--- src/rtl/hvps_pkg.sv ---
// Shared indices for the high-voltage pin supervisor.
// Assumes a fixed set of three supervised pins.
package hvps_pkg;
    localparam int NPIN       = 3;
    localparam int PIN_BUS    = 0;
    localparam int PIN_STS    = 1;
    localparam int PIN_WAKE   = 2;

    localparam int ST_W       = 5;
    localparam int ST_EDGE    = 3;
    localparam int ST_THERM   = 4;

    localparam int CFG_W        = 8;
    localparam int CFG_PASSIVE  = 0;
    localparam int CFG_READBACK = 1;
    localparam int CFG_TMO_DIS  = 2;
    localparam int CFG_REEN     = 3;

    localparam int MON_W      = 2;
endpackage

--- src/rtl/hvps_short_filter.sv ---
// Duration qualifier for one short-circuit flag. qualified pulses on the
// (THR_CYC+1)th consecutive high sample and not again until the input drops.
// Assumes fault_in is synchronous to clk.
module hvps_short_filter #(
    parameter int THR_CYC = 400
) (
    input  logic clk,
    input  logic rst_n,
    input  logic fault_in,
    output logic qualified
);
    localparam int CW = $clog2(THR_CYC + 2);
    localparam logic [CW-1:0] THR = CW'(THR_CYC);
    localparam logic [CW-1:0] SAT = CW'(THR_CYC + 1);

    logic [CW-1:0] run_q;

    // one-cycle event when the run reaches the threshold
    assign qualified = fault_in && (run_q == THR);

    // count consecutive high samples, restart on drop, saturate past threshold
    always_ff @(posedge clk) begin
        if (!rst_n)
            run_q <= '0;
        else if (!fault_in)
            run_q <= '0;
        else if (run_q != SAT)
            run_q <= run_q + 1'b1;
    end
endmodule

--- src/rtl/hvps_wake_timer.sv ---
// One-shot hold timer for the wake output. The output follows the request
// for HOLD_CYC cycles after it rises, unless the timeout is disabled.
// Assumes req is a registered software level.
module hvps_wake_timer #(
    parameter int HOLD_CYC = 26_000_000
) (
    input  logic clk,
    input  logic rst_n,
    input  logic req,
    input  logic timeout_dis,
    input  logic drv_ok,
    output logic wake_out
);
    localparam int CW = $clog2(HOLD_CYC + 1);
    localparam logic [CW-1:0] HOLD = CW'(HOLD_CYC);

    logic [CW-1:0] held_q;

    // output is the request, gated by the driver and the expiry
    assign wake_out = req && drv_ok && (timeout_dis || (held_q != HOLD));

    // count cycles of an active request, clear when it is withdrawn
    always_ff @(posedge clk) begin
        if (!rst_n)
            held_q <= '0;
        else if (!req)
            held_q <= '0;
        else if (held_q != HOLD)
            held_q <= held_q + 1'b1;
    end
endmodule

--- src/rtl/hvps_edge_watch.sv ---
// Change detector on sampled pin levels; flags any rising or falling edge
// between consecutive cycles while enabled. Assumes synchronous levels.
module hvps_edge_watch #(
    parameter int W = 2
) (
    input  logic         clk,
    input  logic         rst_n,
    input  logic         enable,
    input  logic [W-1:0] level,
    output logic         edge_seen
);
    logic [W-1:0] prev_q;

    // any differing bit is an edge
    assign edge_seen = enable && (|(level ^ prev_q));

    // remember last sampled levels
    always_ff @(posedge clk) begin
        if (!rst_n)
            prev_q <= '0;
        else
            prev_q <= level;
    end
endmodule

--- src/rtl/hv_pin_supervisor.sv ---
// Fault supervisor for the bus, status and wake high-voltage pins.
// Qualifies shorts by duration, applies active or passive protection,
// holds sticky status, raises a shared interrupt, and times out the wake
// output. Assumes all fault and level inputs are synchronous to clk.
module hv_pin_supervisor
    import hvps_pkg::*;
#(
    parameter int SHORT_CYC      = 400,
    parameter int WAKE_SHORT_CYC = 8000,
    parameter int WAKE_HOLD_CYC  = 26_000_000
) (
    input  logic             clk,
    input  logic             rst_n,
    input  logic             cfg_wr,
    input  logic [CFG_W-1:0] cfg_wdata,
    output logic [CFG_W-1:0] cfg_rdata,
    input  logic [NPIN-1:0]  short_in,
    input  logic             therm_in,
    input  logic [MON_W-1:0] pin_level,
    input  logic             irq_en,
    input  logic             wake_req,
    output logic [NPIN-1:0]  drv_en,
    output logic [ST_W-1:0]  status,
    output logic             irq,
    output logic             wake_out,
    output logic [MON_W-1:0] mon_level
);
    logic [CFG_W-1:0] cfg_q;
    logic [NPIN-1:0]  drv_q, drv_nxt;
    logic [ST_W-1:0]  sts_q, sts_nxt;
    logic [NPIN-1:0]  qual;
    logic             edge_hit;
    logic             reen;
    logic             passive;

    // per-pin duration qualifiers; the wake pin uses the longer threshold
    for (genvar p = 0; p < NPIN; p++) begin : g_filt
        localparam int THR = (p == PIN_WAKE) ? WAKE_SHORT_CYC : SHORT_CYC;
        hvps_short_filter #(.THR_CYC(THR)) i_filt (
            .clk       (clk),
            .rst_n     (rst_n),
            .fault_in  (short_in[p]),
            .qualified (qual[p])
        );
    end

    hvps_edge_watch #(.W(MON_W)) i_edge (
        .clk       (clk),
        .rst_n     (rst_n),
        .enable    (cfg_q[CFG_READBACK]),
        .level     (pin_level),
        .edge_seen (edge_hit)
    );

    hvps_wake_timer #(.HOLD_CYC(WAKE_HOLD_CYC)) i_wake (
        .clk         (clk),
        .rst_n       (rst_n),
        .req         (wake_req),
        .timeout_dis (cfg_q[CFG_TMO_DIS]),
        .drv_ok      (drv_q[PIN_WAKE]),
        .wake_out    (wake_out)
    );

    assign reen    = cfg_wr && cfg_wdata[CFG_REEN];
    assign passive = cfg_q[CFG_PASSIVE];

    // next driver enables: re-enable first, then faults override it
    always_comb begin
        drv_nxt = reen ? '1 : drv_q;
        for (int p = 0; p < NPIN; p++) begin
            if (qual[p] && ((p == PIN_WAKE) || !passive))
                drv_nxt[p] = 1'b0;
        end
        if (therm_in) begin
            drv_nxt[PIN_STS]  = 1'b0;
            drv_nxt[PIN_WAKE] = 1'b0;
        end
    end

    // next sticky status: clear on re-enable, new events always land
    always_comb begin
        sts_nxt = reen ? '0 : sts_q;
        sts_nxt[NPIN-1:0] = sts_nxt[NPIN-1:0] | qual;
        if (edge_hit) sts_nxt[ST_EDGE]  = 1'b1;
        if (therm_in) sts_nxt[ST_THERM] = 1'b1;
    end

    // state registers: configuration, driver enables, sticky status
    always_ff @(posedge clk) begin
        if (!rst_n) begin
            cfg_q <= '0;
            drv_q <= '1;
            sts_q <= '0;
        end else begin
            if (cfg_wr) begin
                cfg_q           <= cfg_wdata;
                cfg_q[CFG_REEN] <= 1'b0;
            end
            drv_q <= drv_nxt;
            sts_q <= sts_nxt;
        end
    end

    assign cfg_rdata = cfg_q;
    assign drv_en    = drv_q;
    assign status    = sts_q;
    assign irq       = irq_en && (|sts_q);
    assign mon_level = cfg_q[CFG_READBACK] ? pin_level : '0;
endmodule

--- config.mk ---
export PLATFORM = sky130hd
export DESIGN_NAME = hv_pin_supervisor
export DESIGN_NICKNAME = d
export VERILOG_FILES = /design/src/rtl/hvps_pkg.sv /design/src/rtl/hvps_short_filter.sv /design/src/rtl/hvps_wake_timer.sv /design/src/rtl/hvps_edge_watch.sv /design/src/rtl/hv_pin_supervisor.sv
export SDC_FILE = /design/constraint.sdc
export NUM_CORES = 1
export LEC_CHECK = 0
export BUFFER_PORTS_ARGS = -buffer_cell sky130_fd_sc_hd__buf_2
export CAP_MARGIN = 20
export CORE_MARGIN = 4
export CORE_UTILIZATION = 52
export CTS_CLUSTER_DIAMETER = 80
export DETAILED_ROUTE_END_ITERATION = 6
export GPL_TIMING_DRIVEN = 0
export PLACE_DENSITY = 0.73
export SYNTH_ARGS = -nofsm -noshare
export SYNTH_HDL_FRONTEND = slang
export SYNTH_HIERARCHICAL = 1
export SYNTH_SLANG_ARGS = --single-unit
--- constraint.sdc ---
create_clock -name clk -period 1.95 [get_ports clk]
set_input_delay 0.2925 -clock clk [delete_from_list [all_inputs] [get_ports clk]]
set_output_delay 0.2925 -clock clk [all_outputs]
set_load 0.01 [all_outputs]
# After elaboration in Yosys (flattened, before gate mapping)
# Index checks and enable logic that the tools add are counted.
# word_totals
inputBits,19
latch_bits,0
rom_bits,0
elab_cells,57
reg_bits,73
ram_bits,0
mem_count,0
# classes
add_sub_neg,4
eq_ne,7
magnitude_cmp,0
n_shift,0
div,0
multipliers,0
bitwise_logic,2
n_reduce_logical,23
muxes,9
# ops
cell,n
$add A25 B1 Y25 const B,1
$ne A25 B25 Y1 const B,1
$add A9 B1 Y9 const B,2
$eq A9 B9 Y1 const B,2
$ne A9 B9 Y1 const B,2
$add A13 B1 Y13 const B,1
$eq A13 B13 Y1 const B,1
$ne A13 B13 Y1 const B,1
$logic_and A1 B1 Y1,10
$reduce_and A2 Y1,4
$reduce_bool A2 Y1,3
$reduce_bool A3 Y1,2
$mux W1,5
$mux W5,1
$reduce_or A5 Y1,1
$mux W2,2
$mux W3,1
$or A3 B3 Y3,1
$reduce_or A2 Y1,1
$xor A2 B2 Y2,1
$logic_not A1 Y1,1
$logic_or A1 B1 Y1,1

# Logic depth before layout (Yosys ltp)
# Gate-level depths: netlist of the first run.
# depth
word_depth,5
mapped_depth,6
ltp_nobuf,6

# Cells and area by module
# Netlist of the first run, hierarchy kept.
# by_module_without_submodules
mod,seq_area_each_um2,instances,area_each_um2,cells_each
hvps_wake_timer,500.5,1,1237.4,143
hvps_short_filter (g_filt[0].i_filt ...),180.2,2,476.7,56
hvps_short_filter (g_filt[2].i_filt),260.2,1,655.6,73
hv_pin_supervisor,300.3,1,594.3,56
hvps_edge_watch,40.0,1,78.8,7

# Least setup slack after synthesis of the first run
# No wires, ideal clock.
# synth_timing
path_kind,register to register
start,register i_wake.held_q[0]
end,register i_wake.held_q[22]
stages_incl_launch_ff,7
period_less_slack_ps,1953
slack_ps,-3
setup_ps,70
n_path_buf,1
t_arrival_ps,1883
path_cell_list,dfxtp_1 > ha_1 > nand2_1 > or4_1 > buf_2 > or4_1 > a21oi_1
# synth_via
elab_chain_cells,1
elab_cells_between_ends,2
classes_between,1 x add/sub; 1 x eq/ne
# synth_rtl
item,line_no,rtl
"start, declared",hvps_wake_timer.sv:17,logic [CW-1:0] held_q;
"start signal, assigned",hvps_wake_timer.sv:29,held_q <= held_q + 1'b1;
$add A25 B1 Y25 or $ne A25 B25 Y1 (tied branches),"hvps_wake_timer.sv:29, hvps_wake_timer.sv:28",
# Several ways; a longest one is shown, not always the timed one.
# A chain may end at the register's enable or synchronous reset.

# Worst setup path in the final report of the first run
# Same ends and word-level chain as after synthesis.

==> run metrics, run 1 <==
Final Wtd Congestion 0.819; failing checks negative setup slack; worst reg2reg path depth 6; Flop pwr share 55.8%; Ant. Diodes 0; hold path cells 2; TNS Setup -0.113 ns; clk_lat worst skew 0.34 ns; commonest non-fill, non-tap cell in the layout dfxtp_1; yosys warns 6; WS Path Type flip-flop to flip-flop; P&R area growth vs syn 15.3%; share of layout cells above drive strength 1 20.1%; clk_skew 0.00586 ns; Worst setup EP type flip-flop; H-tree depth 3; drt pass-1 iters 4; Overall Power 2760 µW; Max Buffers Root-to-Sink 2; Max Transition Viols Final 0; Critical path buffers and inverters 1; outcome finished, violations left; Syn Nets 421; Final #Nets 472; Vias/cell 5.73; GRT Total Usage 19.0%; Initial DRC Count 113; P_sw 674 µW; Multi-input gate area 0.00197 mm²; Tmin final 2.00 ns; Port Buf Inserts 36; worst setup margin -0.0538 ns; final non-filler cell total 524; CP max stage delay 0.51 ns; global-route wire length before repair 13000 µm; vias in the first global route 2864; most frequent cells in the layout dfxtp_1 (63), buf_2 (37), a21oi_1 (29), nor2_1 (26), nand2_1 (24); Top Ports 39; pin count of the biggest net entering global routing 16; fin crit share 103%; Reg clk slew, reported paths 0.07 ns; Final Hold Vio Count 0; Clk pwr share 38.6%; worst vdd ir 468 µV; PwrDens 679 mW/mm²; synthesized area 0.00352 mm²; Wirelength per Cell 13.9 µm; Cell Int Power 2080 µW; CTS root buf clkbuf_8; combinational share of power 5.7%; DPL Wire Length 5260 µm; DRC 0; Leakage 0.00138 µW; crit-path cells ha_2 > nand2_2 > or4_4 > buf_4 > or4_1 > a21oi_1; Synth Register Bits 73; Syn Area/Cell 9.00 µm²; DIE AREA 0.00815 mm²; CORE AREA 0.00646 mm²; DRT Wirelength 7280 µm; Worst Hold Class primary input to flip-flop; Main synth FF type dfxtp_1; Crit Path Max Fanout 10; fmax 0.499 GHz; slowest cell on the critical path or4_4; ys async rst share 0%; hold_buf cts 0; filler cell count 571; initial antenna violation count 0; CTS sink cnt 73; post-synth cell types 50; delay-heaviest family, CP simple AND/OR/NAND/NOR gates; Critical Path RT 2.22 ns; Die Span Y 90.3 µm; cts bufs inserted 9; max capacitance violation total 0; Sw Ratio 24.5%; post-synth top area share 41.5%; TritonCTS clock tree done; Sequential Area 0.00148 mm²; vias 3003; number of flops mapped to enable cells by yosys 0; post-synthesis sequential area ratio 41.5%; Initial Util 54.5%; Die Wd 90.3 µm; placed cells 504; Final ANT Viol Nets 0; Synth area leaders dfxtp_1 (42%), a21oi_1 (4.1%), ha_1 (3.9%); CP startpoint kind flip-flop; crit path DAT 2.27 ns; critical path depth in cells 6; Yosys top cell by area dfxtp_1; Post-Syn Instances 391; row cnt 29; RSZ-0062 raised after global routing yes; final setup fails 4; grt total ovfl 0
==> metrics by stage <==
stage               instance area (µm²)  worst slack (ns)  utilization [%]  hold WS (ns)
finish                             4060           -0.0538             62.8         0.164
global placement                   3800            -0.215             58.8         0.469
CTS                                4050           -0.0562             62.7         0.144
detailed placement                 3800            -0.230             58.8         0.479
floorplan                          3520           0.00361                -         0.395
global route                       4060            -0.172             62.8         0.147
==> cells by family (layout without fill, tap and decap cells) <==
kind of cell | Yosys count | in the layout | share of synthesized area [%]
AND/OR/NAND/NOR | 167 | 167 | 28.3
AO/OA/AOI/OAI | 79 | 79 | 14.2
flip-flops | 73 | 73 | 41.5
buffers and inverters | 27 | 83 | 3.48
XOR/XNOR | 25 | 25 | 6.22
adder cells (fa/ha/maj) | 11 | 11 | 3.91
multiplexers | 8 | 8 | 2.28
other | 1 | 1 | 0.107
==> worst reg2reg max path, cell delays in order, from the launching register on <==
cell and delay (ns):
dfxtp_4 0.38, ha_2 0.22, nand2_2 0.09, or4_4 0.51, buf_4 0.19, or4_1 0.41
a21oi_1 0.15
==> per-layer routing <==
metal  routed length [µm]  global-route usage (%)
met2                 3570                    32.8
met1                 3270                    22.9
met4                   57                    4.08
met3                  388                    6.50
met5                    0                       0
==> worst paths after layout <==
kind	start	to	slack, ns
min reg2reg	i_wake/held_q[24]	i_wake/held_q[24]	0.49
min	therm_in	drv_en[2]	0.16
max	i_wake/held_q[0]	i_wake/held_q[22]	-0.05
max reg2reg	i_wake/held_q[0]	i_wake/held_q[22]	-0.05
==> final cells by class <==
| class | count | area share (%) |
|---|---|---|
| multi-input combinational | 291 | 48.5 |
| sequential | 73 | 36.4 |
| timing repair buffer | 40 | 5.18 |
| clock buffer | 10 | 3.39 |
| tap | 77 | 2.37 |
| inverter | 17 | 1.57 |
| buffer | 10 | 1.51 |
| clock inverter | 6 | 1.05 |
==> timing repair <==
action	in CTS	in global routing
gates cloned	0	0
gates resized for setup	16	2
setup buffers	3	1
setup endpoints to repair	9	11
pin swaps	3	2
==> registers in the layout, indices dropped and copies added (netlist names) <==
signal,count
cfg_rdata,7
i_edge/prev_q,2
status,5
i_wake/held_q,25
g_filt.i_filt/run_q,31
drv_en,3
==> power by group through the flow <==
stage                     clock [µW]  combinational [µW]  sequential, µW
after floorplan                    0                86.6            1570
after global placement             0                 154            1570
after detailed placement           0                 158            1570
after CTS                       1100                 159            1540
after global routing            1170                 177            1540
final                           1060                 157            1540
==> Yosys cell counts, types with 2 or more instances <==
| master | number |
|---|---|
| a21boi_0 | 5 |
| a21oi_1 | 29 |
| a311o_1 | 2 |
| and2_1 | 7 |
| and4_1 | 3 |
| and4b_1 | 3 |
| buf_2 | 2 |
| buf_4 | 3 |
| clkbuf_1 | 4 |
| dfxtp_1 | 73 |
| ha_1 | 11 |
| inv_1 | 17 |
| mux2i_1 | 8 |
| nand2_1 | 25 |
| nand3_1 | 19 |
| nand3_2 | 2 |
| nand3b_1 | 2 |
| nand4_1 | 10 |
| nand4b_1 | 2 |
| nor2_1 | 26 |
| nor2b_1 | 9 |
| nor3_1 | 13 |
| nor4_1 | 6 |
| nor4b_1 | 4 |
| o211ai_1 | 2 |
| o21a_1 | 9 |
| o21ai_0 | 13 |
| o31a_1 | 2 |
| o31ai_1 | 13 |
| or3_1 | 10 |
| or4_1 | 13 |
| or4_4 | 2 |
| or4b_1 | 2 |
| xnor2_1 | 12 |
| xor2_1 | 13 |
(Power assumes the default switching activity.)
==> run 2: changes to the inputs <==
--- a/config.mk
+++ b/config.mk
@@ -8,11 +8,11 @@
 export BUFFER_PORTS_ARGS = -buffer_cell sky130_fd_sc_hd__buf_2
 export CAP_MARGIN = 20
 export CORE_MARGIN = 4
-export CORE_UTILIZATION = 52
+export CORE_UTILIZATION = 50
 export CTS_CLUSTER_DIAMETER = 80
 export DETAILED_ROUTE_END_ITERATION = 6
 export GPL_TIMING_DRIVEN = 0
-export PLACE_DENSITY = 0.73
+export PLACE_DENSITY = 0.7
 export SYNTH_ARGS = -nofsm -noshare
 export SYNTH_HDL_FRONTEND = slang
 export SYNTH_HIERARCHICAL = 1
==> run 2 against run 1 <==
Die area rose by 3.6%. Final cell count rose by 5.2%. Critical endpoint is now wake_out. First-iteration DRC count rose by 69%. Largest cell class unchanged. Fmax grew 0.21%. Worst setup slack gained 0.0042 ns. Sequential share of layout area shrank 1.3 points. The flow still finishes with violations (negative setup slack). Clock power grew 25%. Clock skew grew 0.0039 ns. Utilization shrank 0.19 points. Sequential cell count unchanged. Highest routed layer unchanged.
==> run metrics, run 2 (synthesized netlist as in run 1, its figures left out) <==
outcome finished, violations left; failing checks negative setup slack; Port Buf Inserts 36; global-route wire length before repair 12600 µm; CTS sink cnt 73; Ant. Diodes 0; initial antenna violation count 0; CTS root buf clkbuf_8; GRT Total Usage 18.3%; crit-path cells nor4b_4 > nand4_1 > o311a_1 > buf_2; pre-CTS WS -0.210 ns; most frequent cells in the layout dfxtp_1 (60), buf_2 (38), a21oi_1 (27), nor2_1 (26), nand2_1 (24); cell area after layout 0.00428 mm²; Worst Tran Pin Value 0.533 ns; slowest cell on the critical path o311a_1; Final Wtd Congestion 0.835; CP max stage delay 0.37 ns; vias in the first global route 2786; worst setup margin -0.0496 ns; P&R area growth vs syn 21.6%; Crit Path Max Fanout 4; commonest non-fill, non-tap cell in the layout dfxtp_1; Area after DPL 0.00382 mm²; cts bufs inserted 9; Critical R2R Capture i_wake/held_q[22]; max reg flops 31; RSZ-0062 raised after global routing yes; fin crit share 103%; fmax 0.500 GHz; CORE AREA 0.00683 mm²; internal reg-to-reg setup slack 0.05 ns; DIE AREA 0.00845 mm²; Final Hold Vio Count 0; clk_lat worst skew 0.34 ns; CP startpoint kind flip-flop; Final ANT Viol Nets 0; worst vdd ir 440 µV; row cnt 30; Worst Hold Class primary input to flip-flop; crit path DAT 1.71 ns; Max Transition Viols Final 0; max capacitance violation total 0; Final #Nets 480; most flop-heavy register g_filt.i_filt/run_q; pin count of the biggest net entering global routing 16; grt total ovfl 0; Reg clk slew, reported paths 0.07 ns; hold path cells 2; Initial DRC Count 191; DPL Wire Length 5320 µm; TritonCTS clock tree done; share of layout cells above drive strength 1 23.1%; Leakage 0.00145 µW; Initial Util 51.5%; worst reg2reg path depth 5; vias 3074; max_slew headroom 64.5%; Worst setup EP type output pin; DRT Wirelength 7890 µm; Vias/cell 5.58; FF-to-FF Start i_wake/held_q[4]; hold path start therm_in; hold_buf cts 0; Max Buffers Root-to-Sink 2; Die Wd 91.9 µm; Die Span Y 91.9 µm; filler cell count 606; Tmin final 2.00 ns; Top Ports 39; Critical Path RT 1.66 ns; clk_skew 0.00974 ns; drt pass-1 iters 5; Wirelength per Cell 14.3 µm; WS Path Type flip-flop to output pin; Hold EP drv_en[2]; PwrDens 703 mW/mm²; H-tree depth 3; final setup fails 1; DRC 0
==> run 2: what timing repair did <==
item | in CTS | in global routing
buffers inserted | 5 | 6
pin swaps | 8 | 8
setup endpoints to repair | 11 | 9
cloned | 0 | 1
gates resized for setup | 25 | 18
==> run 2: layer usage <==
metal / GRT usage, % / vias up / part of all wire, %
li1: - / 1550 / -
met5: 0 / - / 0
met2: 29.6 / 62 / 47
met3: 3.28 / 10 / 3.6
met1: 23.9 / 1452 / 48
met4: 7.67 / 0 / 1.6
==> run 2: power breakdown <==
| group | internal, µW | leakage [µW] | switching, µW |
|---|---|---|---|
| logic | 73.9 | 0.000740 | 91.5 |
| registers | 1500 | 0.000602 | 24.4 |
| clock network | 759 | 0.000107 | 559 |
| total | 2330 | 0.00145 | 675 |
==> run 2: area by class of cell <==
cell class | count | area [µm²] | share of cell area [%]
plain buffers | 10 | 65.1 | 1.52
clock buffers | 12 | 145 | 3.39
clock inverters | 4 | 76.3 | 1.78
inverters | 17 | 63.8 | 1.49
multi-input cells | 291 | 2040 | 47.6
flip-flops and latches | 73 | 1500 | 35.1
well taps | 96 | 120 | 2.81
repair buffers | 48 | 268 | 6.26
==> run 2: worst max-delay path: cells and delay by family (launching register included) <==
family                 cells  cell delay [ns]
AND/OR/NAND/NOR            2             0.50
flip-flops                 1             0.36
AO/OA/AOI/OAI              1             0.37
buffers and inverters      1             0.14
==> run 2: through the flow <==
stage | TNS [ns] | utilization, % | power (µW) | instances | hold slack, ns
after floorplan | 0 | - | 1660 | 391 | 0.395
after CTS | -0.108 | 61.0 | 3050 | 544 | 0.161
final | -0.0496 | 62.6 | 3010 | 551 | 0.180
after detailed placement | -0.854 | 56.0 | 1730 | 523 | 0.481
after global routing | -0.116 | 62.6 | 3130 | 551 | 0.174
after global placement | -0.626 | 56.0 | 1730 | 523 | 0.477
==> run 2: how the worst max path moves through the flow <==
stage | start | to | slack [ns] | depth (start not counted)
2_1_floorplan | i_wake/held_q[0] | i_wake/held_q[22] | 0.004 | 6
3_3_place_gp | i_wake/held_q[0] | i_wake/held_q[22] | -0.20 | 6
3_5_place_dp | i_wake/held_q[0] | i_wake/held_q[22] | -0.21 | 6
4_1_cts | i_wake/held_q[0] | wake_out | -0.05 | 6
5_1_grt | i_wake/held_q[1] | wake_out | -0.11 | 6
6_report | i_wake/held_q[16] | wake_out | -0.05 | 4
==> run 3: changes to the inputs <==
--- a/config.mk
+++ b/config.mk
@@ -7,6 +7,7 @@
 export LEC_CHECK = 0
 export BUFFER_PORTS_ARGS = -buffer_cell sky130_fd_sc_hd__buf_2
 export CAP_MARGIN = 20
+export CORE_ASPECT_RATIO = 1.5
 export CORE_MARGIN = 4
 export CORE_UTILIZATION = 50
 export CTS_CLUSTER_DIAMETER = 80
==> run 3 against run 2 <==
The flow still finishes with violations (negative setup slack). Final area fell by 2.6%. Clock-buffer cell count rose by 1. First-iteration DRC count shrank 58%. Hold slack improved by 0.019 ns. Via count increased by 0.91%. Die area increased by 0.33%. Worst setup slack better by 0.0089 ns. Critical path depth unchanged. Combinational power barely moved.
==> run metrics, run 3 (synthesized netlist as in run 1, its figures left out) <==
outcome finished, violations left; failing checks negative setup slack; Port Buf Inserts 36; Critical Path RT 1.66 ns; hold path start therm_in; global routing usage on met2 32.0%; delay-heaviest family, CP simple AND/OR/NAND/NOR gates; max capacitance violation total 0; Initial Util 51.4%; WS Path Type flip-flop to output pin; hold path cells 2; GRT Max-Usage Layer met2; Critical R2R Capture i_wake/held_q[19]; CTS root buf clkbuf_8; Final Wtd Congestion 0.803; commonest non-fill, non-tap cell in the layout dfxtp_1; cell area after layout 0.00417 mm²; final hold slack 0.199 ns; slowest cell on the critical path dfxtp_1; Worst Hold Class primary input to flip-flop; final setup fails 1; CP max stage delay 0.40 ns; PwrDens 656 mW/mm²; global-route wire length before repair 12600 µm; CTS sink cnt 73; clk_lat worst skew 0.33 ns; pin count of the biggest net entering global routing 16; Final Hold Vio Count 0; share of layout cells above drive strength 1 22.0%; Critical path buffers and inverters 1; Die Span Y 111 µm; DPL Wire Length 5590 µm; max reg flops 31; drt pass-1 iters 4; internal reg-to-reg setup slack 0.01 ns; Tmin final 1.99 ns; TritonCTS clock tree done; Hold EP drv_en[1]; Die Wd 76.5 µm; row cnt 37; crit path DAT 1.70 ns; most frequent cells in the layout dfxtp_1 (62), buf_2 (37), a21oi_1 (29), nor2_1 (26), nand2_1 (24); Max Transition Viols Final 0; worst setup margin -0.0407 ns; vias in the first global route 2854; Area after DPL 0.00380 mm²; fmax 0.502 GHz; met1 GRT Util 21.0%; Top Ports 39; Reg clk slew, reported paths 0.07 ns; Initial DRC Count 81; GRT Total Usage 18.3%; fin crit share 102%; hold_buf cts 0; Leakage 0.00143 µW; FF-to-FF Start i_wake/held_q[1]; filler cell count 628; Wirelength per Cell 14.4 µm; RSZ-0062 raised after global routing yes; met3 usage 3.82%; P&R area growth vs syn 18.5%; clk_skew 0.00786 ns; Final #Nets 479; grt total ovfl 0; worst vdd ir 363 µV; Ant. Diodes 0; Vias/cell 5.83; cts bufs inserted 9; H-tree depth 3; initial antenna violation count 0; CORE AREA 0.00685 mm²; DRT Wirelength 7650 µm; CP startpoint kind flip-flop; crit-path cells nor4_2 > nand4_1 > o311a_1 > buf_2; DIE AREA 0.00847 mm²; worst reg2reg path depth 5; most flop-heavy register g_filt.i_filt/run_q; Worst setup EP type output pin; Max Buffers Root-to-Sink 2; DRC 0; vias 3102; Crit Path Max Fanout 7; Final ANT Viol Nets 0
## run 3: cell count changes in the layout (fill, tap and decap cells not counted), sizes merged
| cell | change |
|---|---|
| clkbuf | +1 |
| bufinv | -2 |
| clkinvlp | -1 |
| clkinv | +2 |
| buf | -1 |
## run 3: final cells by class
cell class                 instances  area (µm²)  area share (%)
multi-input combinational        291        2010            48.1
sequential                        73        1500            35.9
timing repair buffer              47         263            6.30
clock buffer                      13         159            3.81
tap                               78        97.6            2.34
inverter                          17        68.8            1.65
buffer                            10        65.1            1.56
clock inverter                     3        15.0           0.360
## run 3: what timing repair did
action / 4_1_cts / 5_1_grt
pin swaps: 4 / 5
resized for setup: 21 / 15
endpoints found under the setup margin: 13 / 8
setup buffers: 7 / 4
## run 3: report_power, final
group	internal (µW)	total, µW	switching (µW)
registers	1510	1530	25.3
logic	74.8	165	90.7
clock network	527	1040	514
## run 3: how the worst max path moves through the flow
| stage | from | to | depth (start not counted) |
|---|---|---|---|
| after floorplan | i_wake/held_q[0] | i_wake/held_q[22] | 6 |
| after global placement | i_wake/held_q[0] | i_wake/held_q[22] | 6 |
| after detailed placement | i_wake/held_q[0] | i_wake/held_q[22] | 6 |
| after CTS | i_wake/held_q[1] | wake_out | 6 |
| after global routing | i_wake/held_q[14] | wake_out | 4 |
| final | i_wake/held_q[14] | wake_out | 4 |
## run 3: worst reg2reg max path, stage by stage, from the launching register on
cell and delay (ns):
dfxtp_4 0.40, nand3_2 0.13, or4_4 0.57, buf_6 0.16, or4_1 0.47, a21oi_1 0.14
## run 3: through the flow
stage                     std cells  TNS (ns)  worst slack, ns  total power (µW)  utilization, %
after floorplan                 391         0          0.00361              1660               -
after global placement          505    -0.730           -0.201              1730            55.5
after detailed placement        505     -1.23           -0.278              1730            55.5
after CTS                       528   -0.0773          -0.0568              2780            59.7
after global routing            532    -0.266           -0.113              2860            60.8
final                           532   -0.0407          -0.0407              2740            60.8
## run 3: per-layer routing
layer,wire (µm),vias up
met5,0,-
met4,185,0
met3,242,13
met2,4010,54
met1,3210,1489
li1,-,1546
